**src/rtl/dpsram_pkg.sv**
```systemverilog
package dpsram_pkg;

    // Decoded operation of one port after input capture
    typedef enum logic [1:0] {
        OP_IDLE  = 2'd0,
        OP_READ  = 2'd1,
        OP_WRITE = 2'd2
    } port_op_e;

    // Acceptance phase after reset
    typedef enum logic {
        PH_WARM = 1'b0,
        PH_RUN  = 1'b1
    } phase_e;

    // Source picked by an output register
    typedef enum logic [1:0] {
        SRC_NONE  = 2'd0,
        SRC_ARRAY = 2'd1,
        SRC_PASS  = 2'd2
    } out_src_e;

endpackage

```
**src/rtl/dpsram_port_in.sv**
```systemverilog
module dpsram_port_in
    import dpsram_pkg::*;
#(
    parameter int AW = 4,
    parameter int DW = 36
) (
    input  logic          clk,
    input  logic          rst_n,
    input  logic          run,
    input  logic [AW-1:0] addr_i,
    input  logic [DW-1:0] din_i,
    input  logic          ce_n_i,
    input  logic          ce_i,
    input  logic          wr_n_i,
    input  logic          pass_n_i,
    output logic [AW-1:0] addr_q,
    output logic [DW-1:0] data_q,
    output port_op_e      op_q,
    output logic          fwd_q
);

    logic     picked;
    port_op_e op_d;

    assign picked = run & ~ce_n_i & ce_i;

    always_comb begin
        unique case ({picked, wr_n_i})
            2'b11:   op_d = OP_READ;
            2'b10:   op_d = OP_WRITE;
            default: op_d = OP_IDLE;
        endcase
    end

    always_ff @(posedge clk or negedge rst_n) begin
        if (!rst_n) begin
            op_q   <= OP_IDLE;
            fwd_q  <= 1'b0;
            addr_q <= '0;
            data_q <= '0;
        end else begin
            op_q   <= op_d;
            fwd_q  <= picked & ~pass_n_i;
            addr_q <= addr_i;
            data_q <= din_i;
        end
    end


    deselect_idle_chk: assert property (@(posedge clk) disable iff (!rst_n)
        !(~ce_n_i & ce_i) |=> (op_q == OP_IDLE) && !fwd_q);

endmodule

```
**src/rtl/dpsram_core.sv**
```systemverilog
module dpsram_core
    import dpsram_pkg::*;
#(
    parameter int AW = 4,
    parameter int DW = 36
) (
    input  logic          clk,
    input  logic          rst_n,
    input  logic [AW-1:0] addr [2],
    input  logic [DW-1:0] data [2],
    input  port_op_e      op   [2],
    output logic [DW-1:0] rd   [2]
);

    localparam int DEPTH = 1 << AW;

    logic [DW-1:0] mem [DEPTH];

    // Port Y is applied last so it wins a shared address; reads use the
    // contents from before this edge.
    always_ff @(posedge clk) begin
        if (op[0] == OP_WRITE) mem[addr[0]] <= data[0];
        if (op[1] == OP_WRITE) mem[addr[1]] <= data[1];
    end

    genvar g;
    for (g = 0; g < 2; g++) begin : g_rd
        assign rd[g] = mem[addr[g]];
    end


    y_wins_chk: assert property (@(posedge clk) disable iff (!rst_n)
        (op[0] == OP_WRITE && op[1] == OP_WRITE && addr[0] == addr[1])
        |=> mem[$past(addr[1])] == $past(data[1]));

endmodule

```
**src/rtl/dpsram_out_reg.sv**
```systemverilog
module dpsram_out_reg
    import dpsram_pkg::*;
#(
    parameter int DW     = 36,
    parameter bit IDLE_Z = 1'b1
) (
    input  logic          clk,
    input  logic          rst_n,
    input  port_op_e      own_op,
    input  logic [DW-1:0] rd_data,
    input  logic          fwd_in,
    input  logic [DW-1:0] fwd_data,
    input  logic          oe_n,
    output logic [DW-1:0] dout,
    output logic          dout_en
);

    out_src_e      src;
    logic [DW-1:0] dout_q;
    logic          valid_q;

    always_comb begin
        if (fwd_in)                   src = SRC_PASS;
        else if (own_op == OP_READ)   src = SRC_ARRAY;
        else                          src = SRC_NONE;
    end

    always_ff @(posedge clk or negedge rst_n) begin
        if (!rst_n) begin
            dout_q  <= '0;
            valid_q <= 1'b0;
        end else begin
            unique case (src)
                SRC_PASS: begin
                    dout_q  <= fwd_data;
                    valid_q <= 1'b1;
                end
                SRC_ARRAY: begin
                    dout_q  <= rd_data;
                    valid_q <= 1'b1;
                end
                default: begin
                    if (IDLE_Z) valid_q <= 1'b0;
                end
            endcase
        end
    end

    assign dout    = dout_q;
    assign dout_en = valid_q & ~oe_n;


    fwd_wins_chk: assert property (@(posedge clk) disable iff (!rst_n)
        fwd_in |=> valid_q && (dout_q == $past(fwd_data)));


    idle_release_chk: assert property (@(posedge clk) disable iff (!rst_n)
        (IDLE_Z && !fwd_in && own_op != OP_READ) |=> !valid_q);

endmodule

```
**src/rtl/dpsram_dual.sv**
```systemverilog
module dpsram_dual
    import dpsram_pkg::*;
#(
    parameter int AW     = 4,
    parameter int LANE_W = 9,
    parameter int LANES  = 4,
    parameter bit IDLE_Z = 1'b1,
    localparam int DW    = LANE_W * LANES
) (
    input  logic          clk,
    input  logic          rst_n,
    input  logic [AW-1:0] x_addr,
    input  logic [DW-1:0] x_din,
    input  logic          x_ce_n,
    input  logic          x_ce,
    input  logic          x_wr_n,
    input  logic          x_pass_n,
    input  logic          x_oe_n,
    output logic [DW-1:0] x_dout,
    output logic          x_dout_en,
    input  logic [AW-1:0] y_addr,
    input  logic [DW-1:0] y_din,
    input  logic          y_ce_n,
    input  logic          y_ce,
    input  logic          y_wr_n,
    input  logic          y_pass_n,
    input  logic          y_oe_n,
    output logic [DW-1:0] y_dout,
    output logic          y_dout_en
);

    phase_e phase_q, phase_d;
    logic   run;

    always_ff @(posedge clk or negedge rst_n) begin
        if (!rst_n) phase_q <= PH_WARM;
        else        phase_q <= phase_d;
    end

    always_comb begin
        unique case (phase_q)
            PH_WARM: phase_d = PH_RUN;
            PH_RUN:  phase_d = PH_RUN;
        endcase
        run = (phase_q == PH_RUN);
    end

    // Port-indexed views: index 0 is X, index 1 is Y
    logic [AW-1:0] p_addr [2];
    logic [DW-1:0] p_din  [2];
    logic          p_ce_n [2];
    logic          p_ce   [2];
    logic          p_wr_n [2];
    logic          p_pass [2];
    logic          p_oe_n [2];
    logic [DW-1:0] p_dout [2];
    logic          p_en   [2];

    assign p_addr[0] = x_addr;   assign p_addr[1] = y_addr;
    assign p_din[0]  = x_din;    assign p_din[1]  = y_din;
    assign p_ce_n[0] = x_ce_n;   assign p_ce_n[1] = y_ce_n;
    assign p_ce[0]   = x_ce;     assign p_ce[1]   = y_ce;
    assign p_wr_n[0] = x_wr_n;   assign p_wr_n[1] = y_wr_n;
    assign p_pass[0] = x_pass_n; assign p_pass[1] = y_pass_n;
    assign p_oe_n[0] = x_oe_n;   assign p_oe_n[1] = y_oe_n;

    assign x_dout    = p_dout[0];
    assign x_dout_en = p_en[0];
    assign y_dout    = p_dout[1];
    assign y_dout_en = p_en[1];

    logic [AW-1:0] addr_q [2];
    logic [DW-1:0] data_q [2];
    port_op_e      op_q   [2];
    logic          fwd_q  [2];
    logic [DW-1:0] rd     [2];

    genvar g;
    for (g = 0; g < 2; g++) begin : g_port
        dpsram_port_in #(.AW(AW), .DW(DW)) u_in (
            .clk      (clk),
            .rst_n    (rst_n),
            .run      (run),
            .addr_i   (p_addr[g]),
            .din_i    (p_din[g]),
            .ce_n_i   (p_ce_n[g]),
            .ce_i     (p_ce[g]),
            .wr_n_i   (p_wr_n[g]),
            .pass_n_i (p_pass[g]),
            .addr_q   (addr_q[g]),
            .data_q   (data_q[g]),
            .op_q     (op_q[g]),
            .fwd_q    (fwd_q[g])
        );

        dpsram_out_reg #(.DW(DW), .IDLE_Z(IDLE_Z)) u_out (
            .clk      (clk),
            .rst_n    (rst_n),
            .own_op   (op_q[g]),
            .rd_data  (rd[g]),
            .fwd_in   (fwd_q[1-g]),
            .fwd_data (data_q[1-g]),
            .oe_n     (p_oe_n[g]),
            .dout     (p_dout[g]),
            .dout_en  (p_en[g])
        );
    end

    dpsram_core #(.AW(AW), .DW(DW)) u_core (
        .clk   (clk),
        .rst_n (rst_n),
        .addr  (addr_q),
        .data  (data_q),
        .op    (op_q),
        .rd    (rd)
    );


    warm_drop_chk: assert property (@(posedge clk) disable iff (!rst_n)
        (phase_q == PH_WARM) |=> (op_q[0] == OP_IDLE) && (op_q[1] == OP_IDLE)
                                 && !fwd_q[0] && !fwd_q[1]);


    reset_quiet_chk: assert property (@(posedge clk)
        !rst_n |-> !x_dout_en && !y_dout_en);

endmodule

```
**config.mk**
```make
export PLATFORM = sky130hd
export DESIGN_NAME = dpsram_dual
export DESIGN_NICKNAME = d
export VERILOG_FILES = /design/src/rtl/dpsram_pkg.sv /design/src/rtl/dpsram_port_in.sv /design/src/rtl/dpsram_core.sv /design/src/rtl/dpsram_out_reg.sv /design/src/rtl/dpsram_dual.sv
export SDC_FILE = /design/constraint.sdc
export NUM_CORES = 1
export LEC_CHECK = 0
export BUFFER_PORTS_ARGS = -buffer_cell sky130_fd_sc_hd__buf_2
export CAP_MARGIN = 20
export CELL_PAD_IN_SITES_DETAIL_PLACEMENT = 1
export CELL_PAD_IN_SITES_GLOBAL_PLACEMENT = 1
export CORE_ASPECT_RATIO = 0.8
export CORE_MARGIN = 1.5
export CORE_UTILIZATION = 57
export CTS_CLUSTER_SIZE = 40
export DETAILED_ROUTE_END_ITERATION = 6
export PLACE_DENSITY_LB_ADDON = 0.12
export SYNTH_ARGS = -nofsm -noshare
export SYNTH_HDL_FRONTEND = slang
export SYNTH_HIERARCHICAL = 1
export SYNTH_SLANG_ARGS = --single-unit
```
**constraint.sdc**
```tcl
create_clock -name clk -period 8.5 [get_ports clk]
set_input_delay 2.55 -clock clk [delete_from_list [all_inputs] [get_ports clk]]
set_output_delay 2.55 -clock clk [all_outputs]
set_load 0.005 [all_outputs]
```
# Word level (Yosys, flattened, before mapping)
# Memories as Yosys holds them, arrays and structs flattened.
# Cells that the tools add are included.
# op_classes
reduce_logical,4
n_eq_ne,12
bitwise,14
muxes,14
# op_table
op,n
36-bit one-hot mux with 2 select lines,2
2-bit equality test (second input constant),8
1-bit AND,8
2-bit by 1-bit equality test with 1-bit output (second input constant),4
1-bit 2-to-1 mux,8
2-bit one-hot mux with 2 select lines,2
1-bit inverter,6
2-bit 2-to-1 mux,2
2-bit nonzero test,2
2-bit OR reduction,2
# word_totals
output_inout_bits,74
inputBits,92
wordCells,58
ram_bits,576
ff_bits,161
n_memories,1
# mem_list
name,words,width,read_ports,rd_clocked_by_memory_dff,write_ports,line_no,text
u_core.mem,16,36,2,0,2,dpsram_core.sv:17,logic [DW-1:0] mem [DEPTH];

# Logic depth before layout (Yosys ltp)
# depth
ltp_word,6
ltp_mapped,8

# By module
# The synthesis kept the hierarchy.
# by_module_without_submodules
module,instances,cells_each,area_each_um2,seq_area_each_um2
dpsram_core,1,1934,33216.9,17296.6
dpsram_out_reg,2,206,2301.0,925.9
dpsram_port_in,2,46,1112.3,1076.0
dpsram_dual,1,2,28.8,25.0

# Worst setup path after synthesis
# Ideal clock, no wire load.
# synth_timing
path_kind,input-to-output
from,in x_oe_n
to,out x_dout_en
required_time_ns,5.950
arrival_ns,2.665
setup_slack_ns,3.285
path_stages,1
path_cell_list,nor2b_1
# synth_via
elab_chain_len,2
# synth_rtl
element,line_no,text
start: declaration,dpsram_dual.sv:18,"input logic x_oe_n,"
1-bit inverter,dpsram_out_reg.sv:50,assign dout_en = valid_q & ~oe_n;
1-bit AND,dpsram_out_reg.sv:50,
end: declaration,dpsram_dual.sv:20,"output logic x_dout_en,"
# Every way passes these cells.

# Final worst setup path
# layout_timing
from,in y_oe_n
to,out y_dout_en
# layout_via
elab_chain_len,2
# layout_rtl
element,line_no,text
start: declaration,dpsram_dual.sv:27,"input logic y_oe_n,"
1-bit inverter,dpsram_out_reg.sv:50,
1-bit AND,dpsram_out_reg.sv:50,
end: declaration,dpsram_dual.sv:29,output logic y_dout_en
# Every way passes these cells.

==> summary.md <==
| Metric | Value |
|---|---|
| Total CTS buffers | `around 80` |
| Post-cts resize count | `0` |
| DRT Wirelength | `137000 microns` |
| Largest net degree at the start of global routing | `115` |
| WS Path Type | `in -> out` |
| Ys flop type | `edfxtp_1` |
| Clock network power share | `41.1%` |
| Critical path, cell by cell | `buf_2 -> nor2b_1 -> buf_2` |
| GRT Residual Overflow | `0` |
| Skew-Pair Late Insertion Delay | `0.65 ns` |
| Most frequent cell on the critical path | `buf_2` |
| CP bufs+invs | `2` |
| CTS Root Cell | `clkbuf_16` |
| Most common cell after layout, fill and taps aside | `edfxtp_1` |
| Switching power | `2.06 mW` |
| Highest-delay cell along the critical path | `nor2b_1` |
| First-pass GRT wire length | `just under 200000 microns` |
| Highest Clock Rate | `0.182 GHz` |
| Max IR drop VDD | `around 160 uV` |
| Largest cells by area after synthesis | `edfxtp_1 (43%), mux4_2 (16%), mux2_2 (16%)` |
| Ports | `166` |
| Number of max-cap violations | `0` |
| P per Cell Area | `approximately 190 nW/um^2` |
| DRT Pass-1 Iters | `5` |
| Post-cts hold buffer count | `0` |
| Cell row count | `86` |
| Static Leak | `about 15 nW` |
| DRT iter0 DRCs | `3298` |
| EDFF count, synth | `576` |
| TNS Setup | `0 ns` |
| Final core utilization | `63.5%` |
| FFs w/ async S/R, synth | `21.8%` |
| Fraction of layout instances using a drive strength above 1 | `between 50% and 60%` |
| H-tree levels | `3` |
| Max-slew violations | `0` |
| # Post-CTS Setup Buffers | `0` |
| Synthesized instance count | `2440` |
| Clock slew at reported path FFs | `approximately 0.060 ns` |
| Mapped Nets | `about 2500` |
| CTS Sinks | `737` |
| Final Hold Fails | `0` |
| Logic pwr share | `about a tenth` |
| RSZ-0062 raised after global routing | `no` |
| Top delay family on crit path | `buffers and inverters` |
| GP Congestion | `0.805` |
| Synth Cell Area | `40100 sq um` |
| Die X | `299 microns` |
| Worst Hold Class | `reg -> reg` |
| Switching share of power | `24.3%` |
| Initial antenna violation count | `1` |
| TritonCTS clock tree | `yes` |
| Nets@finish | `2572` |
| Final setup vio count | `0` |
| Top-area cell type share of the netlist area | `43.2%` |
| Drt via density | `~7.5` |
| Routed len/inst | `39.6 microns` |
| Setup crit start kind | `primary input` |
| Initial Utilization | `57.9%` |
| Post-DP HPWL | `71200 microns` |
| CP Capture Type | `output port` |
| Vias in the first global route | `between 20000 and 30000` |
| Buffers on Ports | `between 150 and 200` |
| #FFs+latches synth | `between 700 and 800` |
| Antenna Cells | `0` |
| Arrival @ worst endpoint | `2.94 ns` |
| Syn_area_per_cell | `16.4 sq um` |
| Reg power frac | `49.2%` |
| Register area share after synthesis | `53.2%` |
| Vias | `26100` |
| Critical path's largest stage delay | `0.14 ns` |
| Internal | `roughly 6.4 mW` |
| Die Ht | `240 microns` |
| Core Region | `69200 sq um` |
| Layout area overhead | `9.60%` |
| Period utilisation layout | `64.6%` |
| Syn. warnings | `6` |
| Critical Path RT | `just under 6 ns` |
| Minimum clock period | `5.49 ns` |
| Skew final | `0.0276 ns` |
| Die Area | `71900 sq um` |
| Post-synth cell types | `38` |
| DRC Markers | `0` |
| Most frequent cells in the layout | `edfxtp_1 (576), mux2_2 (574), mux4_2 (288), buf_2 (164), dfrtp_1 (151)` |
| GRT Overall Usage | `a little under two fifths` |
| Clk buf depth | `3` |
| Post-synth top area cell | `edfxtp_1` |
| Maximum fanout along the worst path | `1` |
| Worst-Margin Slew | `1.18 ns` |
| Max-Slew Margin vs Limit | `21.2%` |
| Antenna viol nets, final | `0` |
| Status | `finished, final reports clean` |
kinds of logic (layout without fill, tap and decap cells):
kind of cell | count (synthesis) | after routing | synth area share [%]
AO/OA/AOI/OAI | 232 | 232 | 5.60
other | 1 | 1 | 0.00936
multiplexers | 864 | 864 | 32.4
AND/OR/NAND/NOR | 268 | 268 | 4.42
buffers and inverters | 338 | 444 | 4.39
flip-flops | 737 | 737 | 53.2
path summary, 6_finish.rpt:
kind / slack [ns] / cells after the start / from / endpoint
max in group asynchronous: 5.24 / 2 / rst_n / g_port[0].u_in/data_q[8]$_DFF_PN0_
hold reg to reg: 0.56 / 2 / g_port[1].u_out/dout[28]$_DFFE_PN0P_ / g_port[1].u_out/dout[28]$_DFFE_PN0P_
hold / removal: 0.56 / 2 / g_port[1].u_out/dout[28]$_DFFE_PN0P_ / g_port[1].u_out/dout[28]$_DFFE_PN0P_
setup / recovery: 3.01 / 3 / y_oe_n / y_dout_en
min in group asynchronous: 1.98 / 1 / rst_n / g_port[1].u_out/dout[27]$_DFFE_PN0P_
setup reg to reg: 4.44 / 7 / g_port[0].u_in/addr_q[1]$_DFF_PN0_ / g_port[0].u_out/dout[33]$_DFFE_PN0P_
worst register-to-register path: cells and delay by family, from the launching register on:
| family | cells | cell delay [ns] |
|---|---|---|
| flip-flops | 1 | 1.03 |
| buffers and inverters | 2 | 1.79 |
| AND/OR/NAND/NOR | 2 | 0.27 |
| multiplexers | 1 | 0.46 |
| AO/OA/AOI/OAI | 2 | 0.36 |
sequential cells by signal, indices dropped and copies added (netlist names):
signal / cells
g_port.u_in/data_q: 72
g_port.u_out/dout: 72
g_port.u_out/valid_q: 2
phase_q: 1
g_port.u_in/fwd_q: 2
g_port.u_in/addr_q: 8
g_port.u_in/op_q: 4
u_core/mem: 576
Yosys cell counts, drive strengths merged (6+ instances only):
| cell | number |
|---|---|
| a22oi | 144 |
| and4bb | 6 |
| buf | 136 |
| clkbuf | 130 |
| dfrtp | 161 |
| edfxtp | 576 |
| inv | 72 |
| mux2 | 576 |
| mux4 | 288 |
| nand2 | 156 |
| nand4bb | 73 |
| nor2b | 10 |
| o21ai | 10 |
| o21bai | 6 |
| o311ai | 72 |
through the flow:
stage               power (mW)  instance area [sq um]  cells  setup WS [ns]  hold slack, ns
detailed placement        5.05                  41300   3324           2.99           0.561
global route              8.68                  43900   3470           2.97           0.594
floorplan                 4.72                  40100   2440           3.29           0.555
CTS                       8.50                  43900   3470           2.99           0.574
global placement          5.01                  41300   3322           3.05           0.551
finish                    8.48                  43900   3470           3.01           0.563
layout make-up:
| class | instances | area [sq um] |
|---|---|---|
| clock buffers | 126 | 2400 |
| clock inverters | 20 | 173 |
| fillers | 6041 | 25300 |
| inverters | 72 | 270 |
| multi-input cells | 1365 | 17200 |
| flip-flops and latches | 737 | 21400 |
| well taps | 924 | 1160 |
| repair buffers | 226 | 1350 |
power groups by stage:
stage	clock [mW]	combinational, mW	sequential, mW
2_1_floorplan	0	0.575	4.14
3_3_place_gp	0	0.776	4.23
3_5_place_dp	0	0.807	4.24
4_1_cts	3.51	0.817	4.17
5_1_grt	3.62	0.867	4.19
6_report	3.48	0.822	4.17
metal layers:
metal	vias to the layer above	GRT usage [%]	wire length, microns
li1	9967	-	-
met1	13800	51.4	50900
met2	1895	61.0	64600
met3	420	9.16	15900
met4	0	15.3	5980
met5	-	0	0
(Power assumes the default switching activity.)
